<file path="src/rtl/cond_window_pkg.sv">
package cond_window_pkg;

    localparam int HW_W     = 16;
    localparam int COND_W   = 4;
    localparam int MASK_W   = 4;
    localparam int TAG_W    = HW_W - COND_W - MASK_W;
    localparam logic [TAG_W-1:0]  PREFIX_TAG = 8'hBF;
    localparam logic [COND_W-1:0] COND_ALWAYS = 4'hE;
    localparam logic [COND_W-1:0] COND_NEVER  = 4'hF;

    // compare-class patterns: halfword & care == val
    localparam int CMP_N = 5;
    localparam logic [HW_W-1:0] CMP_CARE [CMP_N] =
        '{16'hF800, 16'hFFC0, 16'hFFC0, 16'hFFC0, 16'hFF00};
    localparam logic [HW_W-1:0] CMP_VAL  [CMP_N] =
        '{16'h2800, 16'h4200, 16'h4280, 16'h42C0, 16'h4500};

    typedef struct packed {
        logic                is_prefix;
        logic [COND_W-1:0]   base;
        logic [MASK_W-1:0]   mask;
    } prefix_fields_t;

    typedef struct packed {
        logic start;
        logic hint;
        logic bad;
    } prefix_verdict_t;

    function automatic logic cond_holds(input logic [COND_W-1:0] c,
                                        input logic [3:0] f);
        logic n, z, cy, v, r;
        n = f[3]; z = f[2]; cy = f[1]; v = f[0];
        case (c[3:1])
            3'd0:    r = z;
            3'd1:    r = cy;
            3'd2:    r = n;
            3'd3:    r = v;
            3'd4:    r = cy & ~z;
            3'd5:    r = (n == v);
            3'd6:    r = ~z & (n == v);
            default: r = 1'b1;
        endcase
        if (c[3:1] != 3'd7) r = r ^ c[0];
        return r;
    endfunction

endpackage

</file>
<file path="src/rtl/cwin_prefix_dec.sv">
module cwin_prefix_dec
    import cond_window_pkg::*;
(
    input  logic                in_valid,
    input  logic [HW_W-1:0]     in_hw,
    input  logic                flush,
    input  logic                active,
    output prefix_fields_t      fields,
    output prefix_verdict_t     verdict
);
    logic one_hot_mask;
    logic cond_illegal;

    always_comb begin
        fields.is_prefix = in_valid && (in_hw[HW_W-1 -: TAG_W] == PREFIX_TAG);
        fields.base      = in_hw[COND_W+MASK_W-1 -: COND_W];
        fields.mask      = in_hw[MASK_W-1:0];

        one_hot_mask = ($countones(fields.mask) == 1);
        cond_illegal = (fields.base == COND_NEVER) ||
                       ((fields.base == COND_ALWAYS) && !one_hot_mask);

        verdict.hint  = fields.is_prefix && (fields.mask == '0);
        verdict.bad   = fields.is_prefix && (fields.mask != '0) &&
                        (cond_illegal || active);
        verdict.start = fields.is_prefix && (fields.mask != '0) &&
                        !cond_illegal && !active && !flush;
    end
endmodule

</file>
<file path="src/rtl/cwin_state.sv">
module cwin_state
    import cond_window_pkg::*;
(
    input  logic                clk,
    input  logic                rst,
    input  logic                flush,
    input  logic                in_valid,
    input  logic                start,
    input  prefix_fields_t      fields,
    output logic                active,
    output logic [COND_W-1:0]   cur_cond
);
    logic [COND_W-1:0] cond_q;
    logic [MASK_W-1:0] mask_q;

    assign active   = (mask_q != '0);
    assign cur_cond = active ? cond_q : COND_ALWAYS;

    always_ff @(posedge clk) begin
        if (rst) begin
            cond_q <= COND_ALWAYS;
            mask_q <= '0;
        end else if (flush) begin
            mask_q <= '0;
        end else if (in_valid) begin
            if (start) begin
                cond_q <= fields.base;
                mask_q <= fields.mask;
            end else if (active) begin
                cond_q[0] <= mask_q[MASK_W-1];
                mask_q    <= {mask_q[MASK_W-2:0], 1'b0};
            end
        end
    end
endmodule

</file>
<file path="src/rtl/cwin_flag_filter.sv">
module cwin_flag_filter
    import cond_window_pkg::*;
(
    input  logic            in_valid,
    input  logic            active,
    input  logic [HW_W-1:0] in_hw,
    output logic            keep_flags
);
    logic [CMP_N-1:0] hit;

    for (genvar i = 0; i < CMP_N; i++) begin : g_cmp
        assign hit[i] = ((in_hw & CMP_CARE[i]) == CMP_VAL[i]);
    end

    assign keep_flags = in_valid && active && (hit == '0);
endmodule

</file>
<file path="src/rtl/cond_window_seq.sv">
module cond_window_seq
    import cond_window_pkg::*;
(
    input  logic              clk,
    input  logic              rst,
    input  logic              flush,
    input  logic              in_valid,
    input  logic [15:0]       in_hw,
    input  logic [3:0]        nzcv,
    output logic              win_active,
    output logic [3:0]        slot_cond,
    output logic              cond_pass,
    output logic              start_block,
    output logic              hint_seen,
    output logic              prefix_bad,
    output logic              keep_flags
);
    prefix_fields_t  fields;
    prefix_verdict_t verdict;
    logic            active;
    logic [COND_W-1:0] cur_cond;

    cwin_prefix_dec u_dec (
        .in_valid (in_valid),
        .in_hw    (in_hw),
        .flush    (flush),
        .active   (active),
        .fields   (fields),
        .verdict  (verdict)
    );

    cwin_state u_state (
        .clk      (clk),
        .rst      (rst),
        .flush    (flush),
        .in_valid (in_valid),
        .start    (verdict.start),
        .fields   (fields),
        .active   (active),
        .cur_cond (cur_cond)
    );

    cwin_flag_filter u_filt (
        .in_valid   (in_valid),
        .active     (active),
        .in_hw      (in_hw),
        .keep_flags (keep_flags)
    );

    assign win_active  = active;
    assign slot_cond   = cur_cond;
    assign cond_pass   = cond_holds(cur_cond, nzcv);
    assign start_block = verdict.start;
    assign hint_seen   = verdict.hint;
    assign prefix_bad  = verdict.bad;
endmodule

</file>
<file path="config.mk">
export PLATFORM = sky130hd
export DESIGN_NAME = cond_window_seq
export DESIGN_NICKNAME = d
export VERILOG_FILES = /design/src/rtl/cond_window_pkg.sv /design/src/rtl/cwin_prefix_dec.sv /design/src/rtl/cwin_state.sv /design/src/rtl/cwin_flag_filter.sv /design/src/rtl/cond_window_seq.sv
export SDC_FILE = /design/constraint.sdc
export NUM_CORES = 1
export LEC_CHECK = 0
export BUFFER_PORTS_ARGS = -buffer_cell sky130_fd_sc_hd__buf_2
export CAP_MARGIN = 10
export CORE_MARGIN = 5
export CORE_UTILIZATION = 35
export CTS_CLUSTER_DIAMETER = 120
export DETAILED_ROUTE_END_ITERATION = 8
export PLACE_DENSITY = 0.67
export SLEW_MARGIN = 5
export SYNTH_ARGS = -nofsm -noshare
export SYNTH_HDL_FRONTEND = slang
export SYNTH_HIERARCHICAL = 1
export SYNTH_SLANG_ARGS = --single-unit
export TNS_END_PERCENT = 30
</file>
<file path="constraint.sdc">
create_clock -name clk -period 5.6 [get_ports clk]
set_input_delay 0.56 -clock clk [delete_from_list [all_inputs] [get_ports clk]]
set_output_delay 0.56 -clock clk [all_outputs]
set_load 0.005 [all_outputs]
</file>
### After elaboration in Yosys (flattened, before gate mapping)

Cells that the tools add are included.
Widths: inputs -> output; s select.

| storage, ports and cells | value |
|---|---|
| register bits | 8 |
| bits of input ports | 24 |
| output and inout port bits | 10 |
| word-level logic and storage cells | 61 |

| operators by class | value |
|---|---|
| $add $sub $neg | 3 |
| equality and inequality tests | 17 |
| muxes and demuxes | 7 |
| bitwise operators | 5 |
| reductions and logical operators | 26 |

Operators by type and width:

| kind | count |
|---|---|
| $add 32x32->32 | 1 |
| $eq 32x2->1 const B | 1 |
| $eq 10x9->1 const B | 3 |
| $mux 4 | 3 |
| $logic_and 1x1->1 | 10 |
| $eq 3x3->1 const B | 3 |
| $eq 4x4->1 const B | 2 |
| $eq 8x7->1 const B | 1 |
| $eq 8x8->1 const B | 1 |
| $reduce_bool 4->1 | 2 |
| $pmux 1 s7 | 1 |
| $eq 3x2->1 const B | 2 |
| $reduce_and 3->1 | 2 |
| $eq 5x3->1 const B | 1 |
| $logic_not 5->1 | 1 |
| $add 1x1->2 | 2 |
| $logic_not 1->1 | 4 |
| $logic_not 4->1 | 1 |
| $eq 3x1->1 const B | 1 |
| $logic_not 3->1 | 1 |
| $mux 1 | 3 |
| $ne 3x3->1 const B | 1 |
| $and 1x1->1 | 2 |
| $logic_or 1x1->1 | 2 |
| other kinds (6) | 7 |

### Longest topological paths before layout

Gate-level depths: netlist (run 1).

| logic depth | value |
|---|---|
| word-level depth | 12 |
| mapped depth | 11 |

### Modules after synthesis

The synthesis (run 1) kept the hierarchy.

By module, submodules not included:

| module | instances | cells each | area an instance (µm²) | seq. area each (µm²) |
|---|---|---|---|---|
| cwin_state | 1 | 42 | 397.9 | 160.2 |
| cwin_prefix_dec | 1 | 28 | 221.5 | 0.0 |
| cond_window_seq | 1 | 18 | 132.6 | 0.0 |
| cwin_flag_filter | 1 | 10 | 71.3 | 0.0 |

### Worst setup path before layout (run 1)

No wires, ideal clock.

| timing | value |
|---|---|
| path type | input port to flip-flop |
| start | input in_hw[0] |
| end | register u_state.cond_q[0] |
| setup time | 0.118 ns |
| arrival time | 3.231 ns |
| path slack | 2.251 ns |
| cell stages on the path | 11 |
| path buffers | 0 |
| cell sequence | inv_1 -> fa_1 -> inv_1 -> ha_1 -> ha_1 -> or4b_1 -> a41oi_2 -> nor4b_2 -> mux2_2 -> mux2i_1 -> a21oi_1 |

| on the way | value |
|---|---|
| longest elaborated chain between the ends | 12 |
| elaborated cells on any way between the ends | 15 |

Ends and longest elaborated chain:

| item | line | RTL |
|---|---|---|
| start: declaration | cond_window_seq.sv:8 | `input logic [15:0] in_hw,` |
| $add 1x1->2 (implied by the code) | cwin_prefix_dec.sv:19 | `one_hot_mask = ($countones(fields.mask) == 1);` |
| $add 32x32->32 (implied by the code) | cwin_prefix_dec.sv:19 |  |
| $eq 32x2->1 | cwin_prefix_dec.sv:19 |  |
| $logic_not 1->1 | cwin_prefix_dec.sv:21 | `((fields.base == COND_ALWAYS) && !one_hot_mask);` |
| $logic_and 1x1->1 | cwin_prefix_dec.sv:21 |  |
| $logic_or 1x1->1 | cwin_prefix_dec.sv:20 | `cond_illegal = (fields.base == COND_NEVER) \|\|` |
| $logic_not 1->1 | cwin_prefix_dec.sv:27 | `!cond_illegal && !active && !flush;` |
| $logic_and 1x1->1 * | cwin_prefix_dec.sv:26 | `verdict.start = fields.is_prefix && (fields.mask != '0) &&` |
| $logic_and 1x1->1 * (2 in series) | cwin_prefix_dec.sv:27 |  |
| named net start_block | cond_window_seq.sv:13 | `output logic start_block,` |
| $reduce_bool 2->1 (no source line) | - |  |
| $reduce_and 3->1 (no source line) | - |  |
| end signal: assignment | cwin_state.sv:27 | `cond_q <= fields.base;` |
| end signal: assignment | cwin_state.sv:30 | `cond_q[0] <= mask_q[MASK_W-1];` |
| end: declaration | cwin_state.sv:13 | `logic [COND_W-1:0] cond_q;` |

Mark *: on every way through the listed nets, which the timed path passes. The rest lies on a longest branch.
A chain may end at the register's enable or synchronous reset.

### Final worst setup path (run 1)

| timing | value |
|---|---|
| start | input in_hw[0] |
| end | output start_block |

| on the way | value |
|---|---|
| longest elaborated chain between the ends | 10 |
| elaborated cells on any way between the ends | 12 |

Ends and longest elaborated chain:

| item | line |
|---|---|
| $add 1x1->2 (implied by the code) | cwin_prefix_dec.sv:19 |
| $add 32x32->32 (implied by the code) | cwin_prefix_dec.sv:19 |
| $eq 32x2->1 | cwin_prefix_dec.sv:19 |
| $logic_not 1->1 | cwin_prefix_dec.sv:21 |
| $logic_and 1x1->1 | cwin_prefix_dec.sv:21 |
| $logic_or 1x1->1 | cwin_prefix_dec.sv:20 |
| $logic_not 1->1 | cwin_prefix_dec.sv:27 |
| $logic_and 1x1->1 * | cwin_prefix_dec.sv:26 |
| $logic_and 1x1->1 * (2 in series) | cwin_prefix_dec.sv:27 |
| end: declaration | cond_window_seq.sv:13 |

Mark *: on every way between the ends. The rest lies on a longest branch, timed or not.

==> results of run 1 <==
cells in the final DEF (no fill, tap or decap), types with 3 or more instances in the layout:
master	count
a211oi_1	3
inv_1	5
nand2_1	5
ha_1	3
buf_2	33
nor2_1	7
clkbuf_4	3
a31oi_1	3
or2b_1	3
nand3b_1	3
a211o_1	3
and3_1	3
nor2b_1	3
dfxtp_1	8
mux2i_1	6
sequential cells by signal, indices dropped and copies added, names as in the netlist:
signal,cells
u_state/cond_q,4
u_state/mask_q,4
area by class of cell:
class                      instances  area [um^2]  area share
tap                               28         35.0      0.0364
clock buffer                       3         22.5      0.0234
timing repair buffer              33          165       0.172
multi-input combinational         73          561       0.583
sequential                         8          160       0.166
inverter                           5         18.8      0.0195
power breakdown:
| part | switching [mW] | internal (mW) |
|---|---|---|
| registers | 0.0000102 | 0.0570 |
| clock network | 0.0193 | 0.0245 |
| logic | 0.0141 | 0.0131 |
worst paths after layout:
check,endpoint,slack (ns),cells past startpoint
setup / recovery,start_block,1.48,10
hold / removal,u_state/cond_q[1],0.46,1
setup reg to reg,u_state/cond_q[0],2.81,6
hold reg to reg,u_state/cond_q[1],0.46,1
metrics by stage:
stage,setup WS [ns],instance area (um^2)
2_1_floorplan,2.25,820
5_1_grt,1.32,962
3_5_place_dp,1.47,940
6_report,1.48,962
3_3_place_gp,1.57,940
4_1_cts,1.49,962
layer usage:
layer,part of all wire,global-route usage,vias up
met5,0,0,-
li1,-,-,393
met3,0.083,0.0285,4
met1,0.42,0.138,356
met4,0.014,0.0530,0
met2,0.49,0.214,35
critical path, delay by kind of cell:
family / cells / cell delay [ns]
AO/OA/AOI/OAI: 1 / 0.22
adder cells (fa/ha/maj): 3 / 0.97
buffers and inverters: 4 / 0.44
AND/OR/NAND/NOR: 2 / 1.35
==> results.md, run 1 <==
* Grt ovf at 0
* Die Wd at 58.4 um
* CP Launch Type: input pin
* Skew-Pair Late Insertion Delay at 0.26 ns
* Fin. max-slew vios at 0
* Die footprint at 3410 um^2
* CTS resizes at 0
* DR vias at 788
* Input/output buffers at 33
* Crit path required time at 5.04 ns
* Slowest CP cell: nor4b_2
* Die height at between 50 and 60 um
* Fraction of layout instances using a drive strength above 1 at 0.352
* Yosys warns at 6
* I/O pins at 34
* Total CTS buffers at 3
* Vias per inst at 5.25
* Peak VDD IR at around 0.12 mV
* Critical Path End Type: output pin
* # diodes at 0
* WL per Instance at 12.7 um
* Clock slew at reported path FFs at roughly 0.050 ns
* Initial antenna violation count at 0
* Fill cells at 233
* Root Buffer: clkbuf_4
* First-pass GRT wire length at 3220 um
* Max_cap viols at 0
* DP HPWL at ~1600 um
* CTS tree: yes
* Crit-path cells: buf_2 -> inv_1 -> fa_1 -> inv_1 -> ha_1 -> ha_1 -> or4b_1 -> a41oi_2 -> nor4b_2 -> buf_2
* Pin slew with the least headroom to its limit at around 1.0 ns
* Final period util at 0.735
* Placed cells at 147
* Htree depth at 1
* CTS Sinks at 8
* Crit path time final at between 4 and 5 ns
* # nets final at 152
* Synthesized cell area at 820 um^2
* Leak Pwr at 0.434 nW
* Outcome: completed
* Area Overhead vs Synth at 17.4%
* Initial Util at 0.367
* Residual DRC at 0
* Rows at 17
* Power Density at around 130 nW/um^2
* Total power at 128 uW
* RSZ-0062 raised after global routing: no
* WL final at 1910 um
* Final Util at 0.431
* Max Freq at approximately 240 MHz
* Cts hold-fix bufs at 0
* DRT iter0 DRCs at 21
* Largest net degree at the start of global routing at 13
* DRT Pass-1 Iters at 4
* Critical path fanouts, max at 12
* RR Startpoint: u_state/mask_q[3]
* Setup tns final at 0 ns
* Synthesized net count at between 100 and 150
* CP peak stage delay at 0.83 ns
* Worst slew margin at 0.332
* WS Path Type: input pin to output pin
* Worst hold slack at 0.463 ns
* CP Launch Point: in_hw[0]
* Core area at approximately 2200 um^2
* Final setup fails at 0
* Final Hold Fails at 0
* Post-CTS Setup Repair Bufs at 0
* DRT antenna net count at 0
* Gpl congestion at 0.823
* Start point of the worst hold path: u_state/cond_q[1]
* Worst min path class: flop to flop
* Crit path arrival time at 3.56 ns
* Clock Tree Buf Depth at 2
* Final Skew at about 0.0021 ns
* Synth Instances at slightly below 100
* Vias in the first global route at approximately 770
* Post-route insts no fill at 150
* Gr usage total at 0.121
* Mean Syn Cell Area at 8.45 um^2
Note: power is estimated with default switching activity, not from simulation.
==> run 2, diff against run 1 <==
- clock period: 5.6 -> 3.9 ns (I/O delays scaled with it)
==> results.md, run 2 (same netlist as run 1, synthesis figures left out) <==
* Outcome: completed
* CP Launch Type: input pin
* Clock Tree Buf Depth at 2
* DRT antenna net count at 0
* DRT Pass-1 Iters at 4
* Fin. max-slew vios at 0
* Met1 Usage GRT at 0.131
* I/O pins at 34
* Vias in the first global route at 748
* Setup tns final at 0 ns
* Crit path required time at 3.51 ns
* Grt ovf at 0
* Footprint of the multi-input gates at around 560 um^2
* Placed cells at about 150
* Largest net degree at the start of global routing at 13
* Crit path time final at 3.26 ns
* Fraction of layout instances using a drive strength above 1 at 0.358
* Routing usage on met3 at 0.0417
* Sequential cell area at 160 um^2
* Gr usage total at 0.114
* Htree depth at 1
* Cts hold-fix bufs at 0
* Max Freq at ~300 MHz
* Commonest non-fill, non-tap cells in the layout: buf_2 (33), dfxtp_1 (8), nor2_1 (7), mux2i_1 (6)
* Post-route insts no fill at 151
* Max_cap viols at 0
* Initial antenna violation count at 0
* # nets final at 153
* Vias per inst at 4.99
* First-pass GRT wire length at 3090 um
* Worst slew margin at 0.735
* Core area at 2230 um^2
* Post-CTS Setup Repair Bufs at 0
* WS Path Type: input pin to output pin
* Fill cells at 226
* Leak Pwr at 0.440 nW
* Initial Util at 0.367
* Crit path arrival time at 2.87 ns
* Clock slew at reported path FFs at 0.05 ns
* CTS resizes at 0
* Residual DRC at 0
* Final Skew at between 0.0008 and 0.0009 ns
* Critical path fanouts, max at 12
* DRT iter0 DRCs at 21
* Worst min path class: input pin to flop
* GR met2 Demand/Resource at 0.193
* Final Hold Fails at 0
* Area Overhead vs Synth at 18.3%
* Skew-Pair Late Insertion Delay at 0.25 ns
* Die height at 58.4 um
* RSZ-0062 raised after global routing: no
* Root Buffer: clkbuf_4
* # diodes at 0
* WL final at 1800 um
* Final Util at 0.434
* Final setup fails at 0
* GR peak layer: met2
* Rows at 17
* DP HPWL at around 1500 um
* Biggest regs: u_state/cond_q: 4 flops, u_state/mask_q: 4 flops
* DR vias at 754
* Total CTS buffers at 3
* WL per Instance at 11.9 um
* Final period util at 0.835
* Pin slew with the least headroom to its limit at approximately 0.4 ns
* CTS tree: yes
* Die footprint at 3410 um^2
* Peak VDD IR at 0.189 mV
* Total power at between 150 and 200 uW
* Die Wd at 58.4 um
* Commonest non-fill, non-tap cell in the layout: buf_2
* Power Density at about 190 nW/um^2
* Gpl congestion at a little over 0.8
* Input/output buffers at 33
* Worst hold slack at 0.383 ns
* CTS Sinks at 8
* Critical Path End Type: output pin
-- run 2: changes by cell type in the layout (fill, tap and decap cells not counted) --
cell and change:
buf_4 +1
-- run 2: path summary, 6_finish.rpt --
| check | startpoint | end | slack (ns) | cells past startpoint |
|---|---|---|---|---|
| max | in_hw[0] | start_block | 0.64 | 11 |
| min | rst | u_state/cond_q[0] | 0.38 | 2 |
| max reg2reg | u_state/mask_q[3] | u_state/cond_q[0] | 1.59 | 7 |
| min reg2reg | u_state/cond_q[1] | u_state/cond_q[1] | 0.47 | 1 |
-- run 2: per-stage QoR --
| step | instance area (um^2) | worst slack (ns) |
|---|---|---|
| 4_1_cts | 970 | 0.637 |
| 6_report | 970 | 0.643 |
| 5_1_grt | 970 | 0.509 |
| 2_1_floorplan | 820 | 0.721 |
| 3_3_place_gp | 947 | 0.574 |
| 3_5_place_dp | 947 | 0.506 |
-- run 2: final cells by class --
| type | count | area share |
|---|---|---|
| repair buffers | 34 | 0.178 |
| well taps | 28 | 0.0361 |
| multi-input cells | 73 | 0.578 |
| clock buffers | 3 | 0.0232 |
| inverters | 5 | 0.0194 |
| flip-flops and latches | 8 | 0.165 |
-- run 2: report_power, final --
group	internal (mW)	switching, mW	leakage (nW)	total, mW
Clock	0.0351	0.0268	0.0138	0.0620
Combinational	0.0187	0.0198	0.361	0.0386
Sequential	0.0818	0.0000157	0.0645	0.0818
-- run 2: metal layers --
metal	up-vias	wire, um
li1	395	-
met1	339	789
met2	20	907
met3	0	104
met4	0	0
met5	-	0
-- run 2: worst max-delay path, cell delays in order --
cell and delay (ns):
buf_2 0.09, inv_1 0.06, fa_1 0.52, inv_1 0.04
ha_1 0.17, ha_1 0.27, or4b_1 0.53, a41oi_2 0.22
nor4b_2 0.22, buf_4 0.22, buf_2 0.13
==> run 3, diff against run 2 <==
- clock period: 3.9 -> 3.36 ns (I/O delays scaled with it)
==> results.md, run 3 (same netlist as run 1, synthesis figures left out) <==
* Setup tns final at 0 ns
* DP HPWL at 1640 um
* DR vias at 808
* Initial Util at 0.367
* GR met2 Demand/Resource at 0.228
* Final setup fails at 0
* Skew-Pair Late Insertion Delay at 0.25 ns
* Fin. max-slew vios at 0
* # nets final at 155
* Input/output buffers at 33
* Largest net degree at the start of global routing at 12
* CTS Sinks at 8
* Vias in the first global route at 796
* Initial antenna violation count at 0
* Die Wd at 58.4 um
* Max Freq at 316 MHz
* Residual DRC at 0
* Die height at 58.4 um
* DRT iter0 DRCs at 28
* Critical Path End Type: output pin
* Outcome: completed
* Gpl congestion at a little over 0.8
* Peak VDD IR at between 0.15 and 0.2 mV
* Slowest CP cell: or4b_1
* Vias per inst at 5.28
* Max_cap viols at 0
* CTS tree: yes
* DRT Pass-1 Iters at 4
* WL final at 1940 um
* Commonest non-fill, non-tap cell in the layout: buf_2
* Root Buffer: clkbuf_4
* Routing usage on met3 at 0.0395
* Clock slew at reported path FFs at 0.05 ns
* CP peak stage delay at 0.54 ns
* Core area at 2230 um^2
* Commonest non-fill, non-tap cells in the layout: buf_2 (33), dfxtp_1 (8), nor2_1 (7), mux2i_1 (6)
* Final Util at 0.445
* Crit path time final at 3.16 ns
* Final Hold Fails at 0
* Gr usage total at 0.124
* First-pass GRT wire length at 3330 um
* Total CTS buffers at 3
* CP Launch Type: input pin
* Crit path required time at around 3.0 ns
* RSZ-0062 raised after global routing: no
* Pin slew with the least headroom to its limit at 0.537 ns
* Die footprint at 3410 um^2
* # diodes at 0
* Htree depth at 1
* Fraction of layout instances using a drive strength above 1 at 0.368
* Crit-path cells: buf_2 -> inv_1 -> fa_1 -> inv_1 -> ha_1 -> ha_1 -> or4b_1 -> a41oi_2 -> nor4b_4 -> buf_4 -> buf_2
* Cts hold-fix bufs at 0
* Worst min path class: input pin to flop
* I/O pins at 34
* Final Skew at 0.00240 ns
* WL per Instance at 12.7 um
* Biggest regs: u_state/cond_q: 4 flops, u_state/mask_q: 4 flops
* Area Overhead vs Synth at 21.2%
* Worst slew margin at 0.641
* DRT antenna net count at 0
* Power Density at between 200 and 250 nW/um^2
* Clock Tree Buf Depth at 2
* Grt ovf at 0
* Final period util at 0.941
* GR peak layer: met2
* Critical path fanouts, max at 5
* Met1 Usage GRT at 0.132
* WS Path Type: input pin to output pin
* Crit path arrival time at 2.83 ns
* Leak Pwr at 0.457 nW
* Rows at 17
run 3: worst max-delay path: cells and delay by family:
kind / cells / cell delay [ns]
AO/OA/AOI/OAI: 1 / 0.24
adder cells (fa/ha/maj): 3 / 0.97
buffers and inverters: 5 / 0.49
AND/OR/NAND/NOR: 2 / 0.79
run 3: worst paths after layout:
check	depth (start not counted)	slack, ns	from	to
setup / recovery	11	0.20	in_hw[0]	start_block
hold / removal	2	0.33	rst	u_state/cond_q[0]
hold reg to reg	1	0.45	u_state/cond_q[1]	u_state/cond_q[1]
setup reg to reg	7	1.05	u_state/mask_q[3]	u_state/cond_q[0]
run 3: power by group:
| part | switching [mW] | total, mW | internal [mW] |
|---|---|---|---|
| combinational | 0.0243 | 0.0465 | 0.0222 |
| sequential | 0.0000173 | 0.0950 | 0.0950 |
| clock | 0.0317 | 0.0725 | 0.0408 |
| total | 0.0560 | 0.214 | 0.158 |
run 3: routing by layer:
metal  vias up  routed length (um)
met5         -                   0
met4         0                  29
met3         6                 146
met2        25                 990
met1       376                 777
li1        401                   -
run 3: what timing repair did:
item | in CTS | in global routing
hold endpoints to repair | 0 | 0
setup buffers | 0 | 1
setup endpoints to repair | 0 | 1
resized for setup | 0 | 1
run 3: layout make-up:
type,count,area (um^2)
fillers,229,1240
multi-input cells,73,569
repair buffers,36,188
flip-flops and latches,8,160
well taps,28,35.0
clock buffers,3,22.5
inverters,5,18.8
run 3: stage by stage:
| step | setup WS, ns | hold slack, ns | instance area, um^2 | power [mW] | instances |
|---|---|---|---|---|---|
| finish | 0.198 | 0.329 | 993 | 0.214 | 153 |
| global route | 0.0475 | 0.330 | 993 | 0.231 | 153 |
| CTS | 0.0921 | 0.314 | 977 | 0.218 | 152 |
| detailed placement | 0.0505 | 0.449 | 955 | 0.143 | 149 |
| global placement | 0.130 | 0.444 | 955 | 0.140 | 149 |
| floorplan | 0.235 | 0.405 | 820 | 0.125 | 97 |
